$ cat src/rtl/rcd_pkg.sv
package rcd_pkg;
    typedef enum logic [2:0] {
        ST_IDLE = 3'd0,
        ST_ACT  = 3'd1,
        ST_COL  = 3'd2,
        ST_PRE  = 3'd3,
        ST_REF  = 3'd4
    } seq_state_t;
endpackage

$ cat src/rtl/rcd_refresh_timer.sv
module rcd_refresh_timer #(
    parameter int INTERVAL = 40,
    parameter int ROW_W    = 3
) (
    input  logic             clk,
    input  logic             rst_n,
    input  logic             ack,
    output logic             pending,
    output logic [ROW_W-1:0] row
);
    localparam int TMR_W = (INTERVAL > 1) ? $clog2(INTERVAL) : 1;

    typedef struct packed {
        logic [TMR_W-1:0] tmr;
        logic             pend;
        logic [ROW_W-1:0] row;
    } rt_t;

    rt_t q, d;
    logic expire;

    always_comb begin
        d      = q;
        expire = (q.tmr == TMR_W'(INTERVAL - 1));
        d.tmr  = expire ? '0 : q.tmr + 1'b1;
        if (ack) begin
            d.row = q.row + 1'b1;
        end
        if (expire) begin
            d.pend = 1'b1;
        end else if (ack) begin
            d.pend = 1'b0;
        end
    end

    always_ff @(posedge clk or negedge rst_n) begin
        if (!rst_n) begin
            q <= '0;
        end else begin
            q <= d;
        end
    end

    assign pending = q.pend;
    assign row     = q.row;
endmodule

$ cat src/rtl/rcd_addr_split.sv
module rcd_addr_split #(
    parameter int ROW_W = 3,
    parameter int COL_W = 3,
    parameter int BUS_W = 3
) (
    input  logic [ROW_W+COL_W-1:0] flat,
    output logic [BUS_W-1:0]       row_bus,
    output logic [BUS_W-1:0]       col_bus
);
    generate
        if (ROW_W == BUS_W) begin : g_row_full
            assign row_bus = flat[ROW_W+COL_W-1:COL_W];
        end else begin : g_row_pad
            assign row_bus = {{(BUS_W-ROW_W){1'b0}}, flat[ROW_W+COL_W-1:COL_W]};
        end
        if (COL_W == BUS_W) begin : g_col_full
            assign col_bus = flat[COL_W-1:0];
        end else begin : g_col_pad
            assign col_bus = {{(BUS_W-COL_W){1'b0}}, flat[COL_W-1:0]};
        end
    endgenerate
endmodule

$ cat src/rtl/rcd_sequencer.sv
module rcd_sequencer
    import rcd_pkg::*;
#(
    parameter int BUS_W  = 3,
    parameter int DATA_W = 8,
    parameter int T_RCD  = 2,
    parameter int T_CL   = 2,
    parameter int T_RP   = 1,
    parameter int T_RAS  = 3
) (
    input  logic              clk,
    input  logic              rst_n,
    input  logic              req_valid,
    input  logic              req_write,
    input  logic [BUS_W-1:0]  req_row,
    input  logic [BUS_W-1:0]  req_col,
    input  logic [DATA_W-1:0] req_wdata,
    input  logic              ref_pending,
    input  logic [BUS_W-1:0]  ref_row,
    input  logic [DATA_W-1:0] dram_rdata,
    output logic              ready,
    output logic              ref_ack,
    output logic [BUS_W-1:0]  bus,
    output logic              ras_n,
    output logic              cas_n,
    output logic              we_n,
    output logic              oe_n,
    output logic [DATA_W-1:0] wdata,
    output logic [DATA_W-1:0] rdata,
    output logic              rvalid
);
    localparam int MAX_AB  = (T_RCD > T_CL) ? T_RCD : T_CL;
    localparam int MAX_CD  = (T_RP > T_RAS) ? T_RP : T_RAS;
    localparam int MAXWAIT = (MAX_AB > MAX_CD) ? MAX_AB : MAX_CD;
    localparam int CNT_W   = (MAXWAIT > 1) ? $clog2(MAXWAIT) : 1;

    typedef struct packed {
        seq_state_t        st;
        logic [CNT_W-1:0]  cnt;
        logic              wr;
        logic [BUS_W-1:0]  col;
        logic [BUS_W-1:0]  bus;
        logic              ras_n;
        logic              cas_n;
        logic              we_n;
        logic              oe_n;
        logic [DATA_W-1:0] wdata;
        logic [DATA_W-1:0] rdata;
        logic              rvalid;
    } seq_t;

    seq_t q, d;

    always_comb begin
        d        = q;
        d.rvalid = 1'b0;
        ref_ack  = 1'b0;
        unique case (q.st)
            ST_IDLE: begin
                if (ref_pending) begin
                    d.st    = ST_REF;
                    d.bus   = ref_row;
                    d.ras_n = 1'b0;
                    d.cnt   = CNT_W'(T_RAS - 1);
                end else if (req_valid) begin
                    d.st    = ST_ACT;
                    d.bus   = req_row;
                    d.col   = req_col;
                    d.wr    = req_write;
                    d.wdata = req_wdata;
                    d.ras_n = 1'b0;
                    d.cnt   = CNT_W'(T_RCD - 1);
                end
            end
            ST_ACT: begin
                if (q.cnt == '0) begin
                    d.st    = ST_COL;
                    d.bus   = q.col;
                    d.cas_n = 1'b0;
                    d.we_n  = !q.wr;
                    d.oe_n  = q.wr;
                    d.cnt   = CNT_W'(T_CL - 1);
                end else begin
                    d.cnt = q.cnt - 1'b1;
                end
            end
            ST_COL: begin
                if (q.cnt == '0) begin
                    d.st    = ST_PRE;
                    d.ras_n = 1'b1;
                    d.cas_n = 1'b1;
                    d.we_n  = 1'b1;
                    d.oe_n  = 1'b1;
                    d.cnt   = CNT_W'(T_RP - 1);
                    if (!q.wr) begin
                        d.rdata  = dram_rdata;
                        d.rvalid = 1'b1;
                    end
                end else begin
                    d.cnt = q.cnt - 1'b1;
                end
            end
            ST_REF: begin
                if (q.cnt == '0) begin
                    d.st    = ST_PRE;
                    d.ras_n = 1'b1;
                    d.cnt   = CNT_W'(T_RP - 1);
                    ref_ack = 1'b1;
                end else begin
                    d.cnt = q.cnt - 1'b1;
                end
            end
            ST_PRE: begin
                if (q.cnt == '0) begin
                    d.st = ST_IDLE;
                end else begin
                    d.cnt = q.cnt - 1'b1;
                end
            end
            default: d.st = ST_IDLE;
        endcase
    end

    always_ff @(posedge clk or negedge rst_n) begin
        if (!rst_n) begin
            q       <= '0;
            q.st    <= ST_IDLE;
            q.ras_n <= 1'b1;
            q.cas_n <= 1'b1;
            q.we_n  <= 1'b1;
            q.oe_n  <= 1'b1;
        end else begin
            q <= d;
        end
    end

    assign ready  = (q.st == ST_IDLE) && !ref_pending;
    assign bus    = q.bus;
    assign ras_n  = q.ras_n;
    assign cas_n  = q.cas_n;
    assign we_n   = q.we_n;
    assign oe_n   = q.oe_n;
    assign wdata  = q.wdata;
    assign rdata  = q.rdata;
    assign rvalid = q.rvalid;
endmodule

$ cat src/rtl/rowcol_dram_ctrl.sv
module rowcol_dram_ctrl #(
    parameter int ROW_W        = 3,
    parameter int COL_W        = 3,
    parameter int DATA_W       = 8,
    parameter int T_RCD        = 2,
    parameter int T_CL         = 2,
    parameter int T_RP         = 1,
    parameter int T_RAS        = 3,
    parameter int REF_INTERVAL = 40,
    localparam int ADDR_W      = ROW_W + COL_W,
    localparam int BUS_W       = (ROW_W > COL_W) ? ROW_W : COL_W
) (
    input  logic              clk,
    input  logic              rst_n,
    input  logic              req_valid,
    input  logic              req_write,
    input  logic [ADDR_W-1:0] req_addr,
    input  logic [DATA_W-1:0] req_wdata,
    output logic              req_ready,
    output logic              rd_valid,
    output logic [DATA_W-1:0] rd_data,
    output logic [BUS_W-1:0]  dram_addr,
    output logic              dram_ras_n,
    output logic              dram_cas_n,
    output logic              dram_we_n,
    output logic              dram_oe_n,
    output logic [DATA_W-1:0] dram_wdata,
    input  logic [DATA_W-1:0] dram_rdata
);
    logic [BUS_W-1:0] row_bus, col_bus, ref_row_bus;
    logic [ROW_W-1:0] ref_row;
    logic             ref_pending, ref_ack;

    rcd_addr_split #(.ROW_W(ROW_W), .COL_W(COL_W), .BUS_W(BUS_W)) u_split (
        .flat    (req_addr),
        .row_bus (row_bus),
        .col_bus (col_bus)
    );

    rcd_refresh_timer #(.INTERVAL(REF_INTERVAL), .ROW_W(ROW_W)) u_refresh (
        .clk     (clk),
        .rst_n   (rst_n),
        .ack     (ref_ack),
        .pending (ref_pending),
        .row     (ref_row)
    );

    assign ref_row_bus = BUS_W'(ref_row);

    rcd_sequencer #(
        .BUS_W(BUS_W), .DATA_W(DATA_W), .T_RCD(T_RCD),
        .T_CL(T_CL), .T_RP(T_RP), .T_RAS(T_RAS)
    ) u_seq (
        .clk         (clk),
        .rst_n       (rst_n),
        .req_valid   (req_valid),
        .req_write   (req_write),
        .req_row     (row_bus),
        .req_col     (col_bus),
        .req_wdata   (req_wdata),
        .ref_pending (ref_pending),
        .ref_row     (ref_row_bus),
        .dram_rdata  (dram_rdata),
        .ready       (req_ready),
        .ref_ack     (ref_ack),
        .bus         (dram_addr),
        .ras_n       (dram_ras_n),
        .cas_n       (dram_cas_n),
        .we_n        (dram_we_n),
        .oe_n        (dram_oe_n),
        .wdata       (dram_wdata),
        .rdata       (rd_data),
        .rvalid      (rd_valid)
    );
endmodule

$ cat config.mk
export PLATFORM = sky130hd
export DESIGN_NAME = rowcol_dram_ctrl
export DESIGN_NICKNAME = d
export VERILOG_FILES = /design/src/rtl/rcd_pkg.sv /design/src/rtl/rcd_refresh_timer.sv /design/src/rtl/rcd_addr_split.sv /design/src/rtl/rcd_sequencer.sv /design/src/rtl/rowcol_dram_ctrl.sv
export SDC_FILE = /design/constraint.sdc
export NUM_CORES = 1
export LEC_CHECK = 0
export BUFFER_PORTS_ARGS = -buffer_cell sky130_fd_sc_hd__buf_2
export CORE_ASPECT_RATIO = 1.1
export CORE_UTILIZATION = 50
export CTS_CLUSTER_SIZE = 40
export DETAILED_ROUTE_END_ITERATION = 16
export PLACE_DENSITY = 0.75
export SYNTH_ARGS = -nofsm -noshare
export SYNTH_HDL_FRONTEND = slang
export SYNTH_SLANG_ARGS = --single-unit
$ cat constraint.sdc
create_clock -name clk -period 1.9 [get_ports clk]
set_input_delay 0.475 -clock clk [delete_from_list [all_inputs] [get_ports clk]]
set_output_delay 0.475 -clock clk [all_outputs]
set_load 0.005 [all_outputs]
# Yosys cells after proc, flatten, opt, wreduce, memory -nomap -nowiden
# Index checks and enable logic that the tools add are counted.
dict set report totals {
  elab_cells 76
  output_inout_bits 25
  regBits 43
}
dict set report op_classes {
  add_sub_neg 3
  eq_ne 12
  n_bitwise 2
  mux 26
  reduce_logical 18
}
# op n
set ops {}
lappend ops {{$mux 3} 5}
lappend ops {{$reduce_and 3->1} 5}
lappend ops {{$mux 13} 1}
lappend ops {{$pmux 3 s2} 2}
lappend ops {{$pmux 3 s4} 1}
lappend ops {{$ne 2x1->1 const B} 5}
lappend ops {{$mux 1} 8}
lappend ops {{$mux 4} 2}
lappend ops {{$pmux 2 s4} 1}
lappend ops {{$reduce_and 4->1} 2}
lappend ops {{$add 6x1->6 const B} 1}
lappend ops {{$eq 3x2->1 const B} 2}
lappend ops {{$eq 6x6->1 const B} 1}
lappend ops {{$mux 2} 3}
lappend ops {{$mux 6} 1}
lappend ops {{$reduce_bool 2->1} 3}
lappend ops {{$mux 5} 1}
lappend ops {{$reduce_bool 4->1} 1}
lappend ops {{$add 3x1->3 const B} 1}
lappend ops {{$eq 3x1->1 const B} 1}
lappend ops {{$eq 3x3->1 const B} 1}
lappend ops {{$logic_not 3->1} 1}
lappend ops {{$ne 3x3->1 const B} 1}
lappend ops {{$pmux 1 s3} 1}
lappend ops {{8 further kinds} 10}

# Longest topological paths before layout
dict set report depth {
  word_depth 5
  mapped_depth 7
  ltp_nobuf 6
}

# By module
# A second synthesis with hierarchy kept.
dict set report unflattened {
  cells_unflattened 199
  hier_area_um2 2284.7
}
# mod cells_per_inst area_per_inst_um2 seq_area_each_um2 instances
set modules_own_cells {}
lappend modules_own_cells {rcd_sequencer 158 1805.5 830.8 1}
lappend modules_own_cells {rcd_refresh_timer 35 434.2 250.2 1}
lappend modules_own_cells {rcd_addr_split 6 45.0 0.0 1}

# Worst setup path after synthesis
# No wires, ideal clock.
dict set report synth_timing {
  path_type {reg-to-reg}
  start {register u_seq.q[28] (netlist name)}
  end {register u_seq.q (netlist bit u_seq.bus[0])}
  setup_ns 0.125
  arrival_time_ns 1.602
  period_less_slack_ns 1.727
  path_buffers 1
  stages_incl_launch_ff 7
  setup_slack_ns 0.173
  t_required_ns 1.775
  cell_sequence {dfrtp_1 -> inv_1 -> ha_1 -> buf_2 -> nor2_1 -> nor4_1 -> mux2_2}
}
dict set report synth_via {
  elab_chain_len 3
}
# element line_no
set synth_lines {}
lappend synth_lines {{start: declaration} rcd_sequencer.sv:52} ;# seq_t q, d;
lappend synth_lines {{$logic_not 2->1} rcd_sequencer.sv:76} ;# if (q.cnt == '0) begin
lappend synth_lines {{$ne 2x1->1 (no line)} --}
lappend synth_lines {{$reduce_and 3->1 (no line)} --}
# Every way passes these cells.
# A chain may end at the register's enable or synchronous reset.

# Worst setup path in the final report
dict set report layout_timing {
  start {register u_refresh.q (netlist bit u_refresh.pending)}
  end {output req_ready}
}
dict set report layout_via {
  elab_chain_len 2
}
# element line_no
set layout_lines {}
lappend layout_lines {{start: declaration} rcd_refresh_timer.sv:19} ;# rt_t q, d;
lappend layout_lines {{start signal: assignment} rcd_refresh_timer.sv:38} ;# q <= '0;
lappend layout_lines {{start signal: assignment} rcd_refresh_timer.sv:40} ;# q <= d;
lappend layout_lines {{$logic_not 1->1} rcd_sequencer.sv:137} ;# assign ready = (q.st == ST_IDLE) && !ref_pending;
lappend layout_lines {{$logic_and 1x1->1} rcd_sequencer.sv:137}
lappend layout_lines {{end: declaration} rowcol_dram_ctrl.sv:19} ;# output logic req_ready,
# Every way passes these cells.

==> flow_metrics.tcl <==
set metrics [dict create \
    status "finished clean" \
    crit_family "simple AND/OR/NAND/NOR gates" \
    cts_tree "done" \
    syn_inst 190 \
    pwr-share-clk_pct 15.1 \
    layout_common_cells "buf_2 (49), dfrtp_1 (39), mux2_2 (14)" \
    final_cell_area_mm2 0.00253 \
    tightest_slew_ps 423 \
    end_kind "primary output" \
    grt_pass1_wl_um 6740 \
    grt_start_max_net_pins 28 \
    drv_slew 0 \
    crit_slowest_cell "or4_4" \
    maxCapViolCount 0 \
    ys.warnings.count 0 \
    die_h_um 71.5 \
    ys_ff_latch 43 \
    setup_viol 0 \
    clk_pin_slew_worst_paths_ps 90 \
    yosysTopAreaCell "dfrtp_1" \
    synth_fp_nets 221 \
    pin_count 51 \
    cts_max_level 2 \
    synth_top_area_share_pct 44.4 \
    rsz0062_at_grt "yes" \
    final_common_cell "buf_2" \
    clk_latency_ps 300 \
    clock_skew_ps 4.95 \
    core-area_mm2 0.00408 \
    antenna_found_initial 0 \
    tns_ps 0 \
    switching_share_pct 35.6 \
    synth_cell_types 44 \
    fillers 351 \
    finalCritPeriodShare_pct 99.3 \
    register_area_mm2 0.00108 \
    track_usage_pct 18.9 \
    gp_congestion 0.853 \
    crit_buf_inv 2 \
    synth_area_mm2 0.00220 \
    drc_errors 0 \
    p_int_mw 2.51 \
    numClockSinks 43 \
    drtIter0Drc 55 \
    cts_max_path_buffers 2 \
    seq_power_share_pct 38.9 \
    p_switching_mw 1.39 \
    io_buffer_count 50 \
    cp_data_required_time_ps 1420 \
    cpPeakStageDelay_ps 570 \
    nets 264 \
    synth.area.top_cells "dfrtp_1 (44%), mux2_2 (7.2%), buf_4 (6.8%)" \
    combPwrFrac_pct 45.9 \
    ctsHoldBuffers 0 \
    routed_via_density 5.37 \
    area_growth_syn_to_layout_pct 15.3 \
    syn_area_per_cell_um2 11.6 \
    fmax_mhz 530 \
    place_area_mm2 0.00241 \
    drive_gt1_share_pct 44.4 \
    root_buffer "clkbuf_8" \
    period_needed_ps 1890 \
    hold_viol_final 0 \
    slew_headroom_pct 71.8 \
    grt_pass1_vias 1439 \
    ir_worst_vdd_mv 0.699 \
    startpoint_type "flip-flop" \
    initial_core_util_pct 53.8 \
    seq_area_frac_synth_pct 49.2 \
    power.density_mw_per_mm2 1540 \
    power.leakage_nw 1.25 \
    wl_per_cell_um 14.7 \
    cp_max_fo 2 \
    crit_type "reg2out" \
    die_w_um 65.2 \
    rows 24 \
    synth-edff-count 0 \
    vias 1537 \
    wl_um 4200 \
    synth-async-reset-ratio_pct 100 \
    multi_input_area_um2 891 \
    worst_ep_arrival_time_ps 1410 \
    synthFlopType "dfrtp_1" \
    min_path_type "in2async" \
    gr-total-overflow 0 \
    dpl.hpwl_um 3000 \
    crit_chain "or4_4 -> inv_4 -> buf_6" \
    cts_buffers 5 \
    diodes 0 \
    first_pass_iters 4 \
    antenna_left 0 \
    dieArea_mm2 0.00466 \
]
-- layout make-up --
| type | instances | area share (%) |
|---|---|---|
| Sequential cell | 43 | 42.7 |
| Multi-Input combinational cell | 111 | 35.2 |
| Timing Repair Buffer | 63 | 14.5 |
| Clock buffer | 5 | 2.72 |
| Tap cell | 52 | 2.57 |
| Inverter | 9 | 1.43 |
| Clock inverter | 3 | 0.939 |
-- logic make-up (layout without fill, tap and decap cells) --
| family | Yosys count | count (layout) | share of synthesized area (%) |
|---|---|---|---|
| mux | 25 | 25 | 14.5 |
| flops | 43 | 43 | 49.2 |
| simple gates | 38 | 38 | 9.63 |
| fa+ha+maj | 5 | 5 | 2.85 |
| compound gates | 38 | 38 | 11.5 |
| buf+inv | 36 | 80 | 10.3 |
| xor+xnor | 5 | 5 | 1.99 |
-- per-stage QoR --
step	hold slack (ps)	instances	power (mW)	worst slack (ps)	utilization [%]
5_1_grt	125	286	4.19	-28.8	62.0
3_5_place_dp	441	276	3.28	110	59.1
4_1_cts	113	285	3.90	15.0	61.6
3_3_place_gp	434	276	3.23	166	59.1
2_1_floorplan	179	190	2.92	173	-
6_report	98.8	286	3.89	13.7	62.0
-- synthesized netlist by cell type, types with 2 or more instances --
master / n
dfrtp_1: 39
a22oi_1: 2
xor2_1: 3
mux2_2: 14
xnor2_1: 2
o22ai_1: 2
o21ai_0: 7
nand2_1: 9
a21oi_1: 8
ha_1: 5
clkbuf_1: 4
buf_4: 20
buf_6: 2
nand3_1: 3
dfstp_2: 4
nor2_1: 12
mux2_4: 10
a22o_1: 4
nor3b_1: 2
a31oi_1: 5
o211ai_1: 2
inv_1: 8
nor2b_1: 2
-- power groups by stage --
stage	logic, mW	registers (mW)	clock network [mW]
6_report	1.79	1.52	0.590
4_1_cts	1.77	1.52	0.610
3_5_place_dp	1.75	1.53	0
5_1_grt	1.97	1.57	0.647
3_3_place_gp	1.71	1.52	0
2_1_floorplan	1.42	1.50	0
-- final timing paths --
kind                       slack [ps]                    endpoint                          start  depth (start not counted)
max                                10                   req_ready  u_refresh.pending$_DFFE_PN0P_                          3
min                               100  u_seq.rdata[6]$_DFFE_PN0P_                          rst_n                          1
max reg2reg                        70  u_seq.wdata[5]$_DFFE_PN0P_  u_refresh.pending$_DFFE_PN0P_                          6
min reg2reg                       480    u_refresh.q[4]$_DFF_PN0_       u_refresh.q[4]$_DFF_PN0_                          1
max in group asynchronous        1250      u_seq.we_n$_DFFE_PN1P_                          rst_n                          2
min in group clk                  400  u_seq.wdata[2]$_DFFE_PN0P_                   req_wdata[2]                          2
-- sequential cells by signal (all words and copies together) (netlist names) --
name               count
u_seq.we_n             1
u_seq.wdata            8
u_seq.cas_n            1
u_seq.rvalid           1
u_seq.oe_n             1
u_refresh.q            6
u_seq.q                9
u_refresh.pending      1
u_seq.bus              3
u_refresh.row          3
u_seq.rdata            8
u_seq.ras_n            1
-- routing by layer --
layer | track usage (%) | vias to the layer above | share of wire (%)
li1 | - | 742 | -
met3 | 5.57 | 4 | 5.5
met1 | 25.7 | 735 | 45
met5 | 0 | - | 0
met2 | 29.7 | 56 | 49
met4 | 5.07 | 0 | 0.81
-- what timing repair did --
action / in CTS / in global routing
setup endpoints to repair: 1 / 5
resized for setup: 1 / 2
pin swaps: 0 / 1
setup buffers: 1 / 1
No activity file was read; power rests on OpenSTA's default activity.
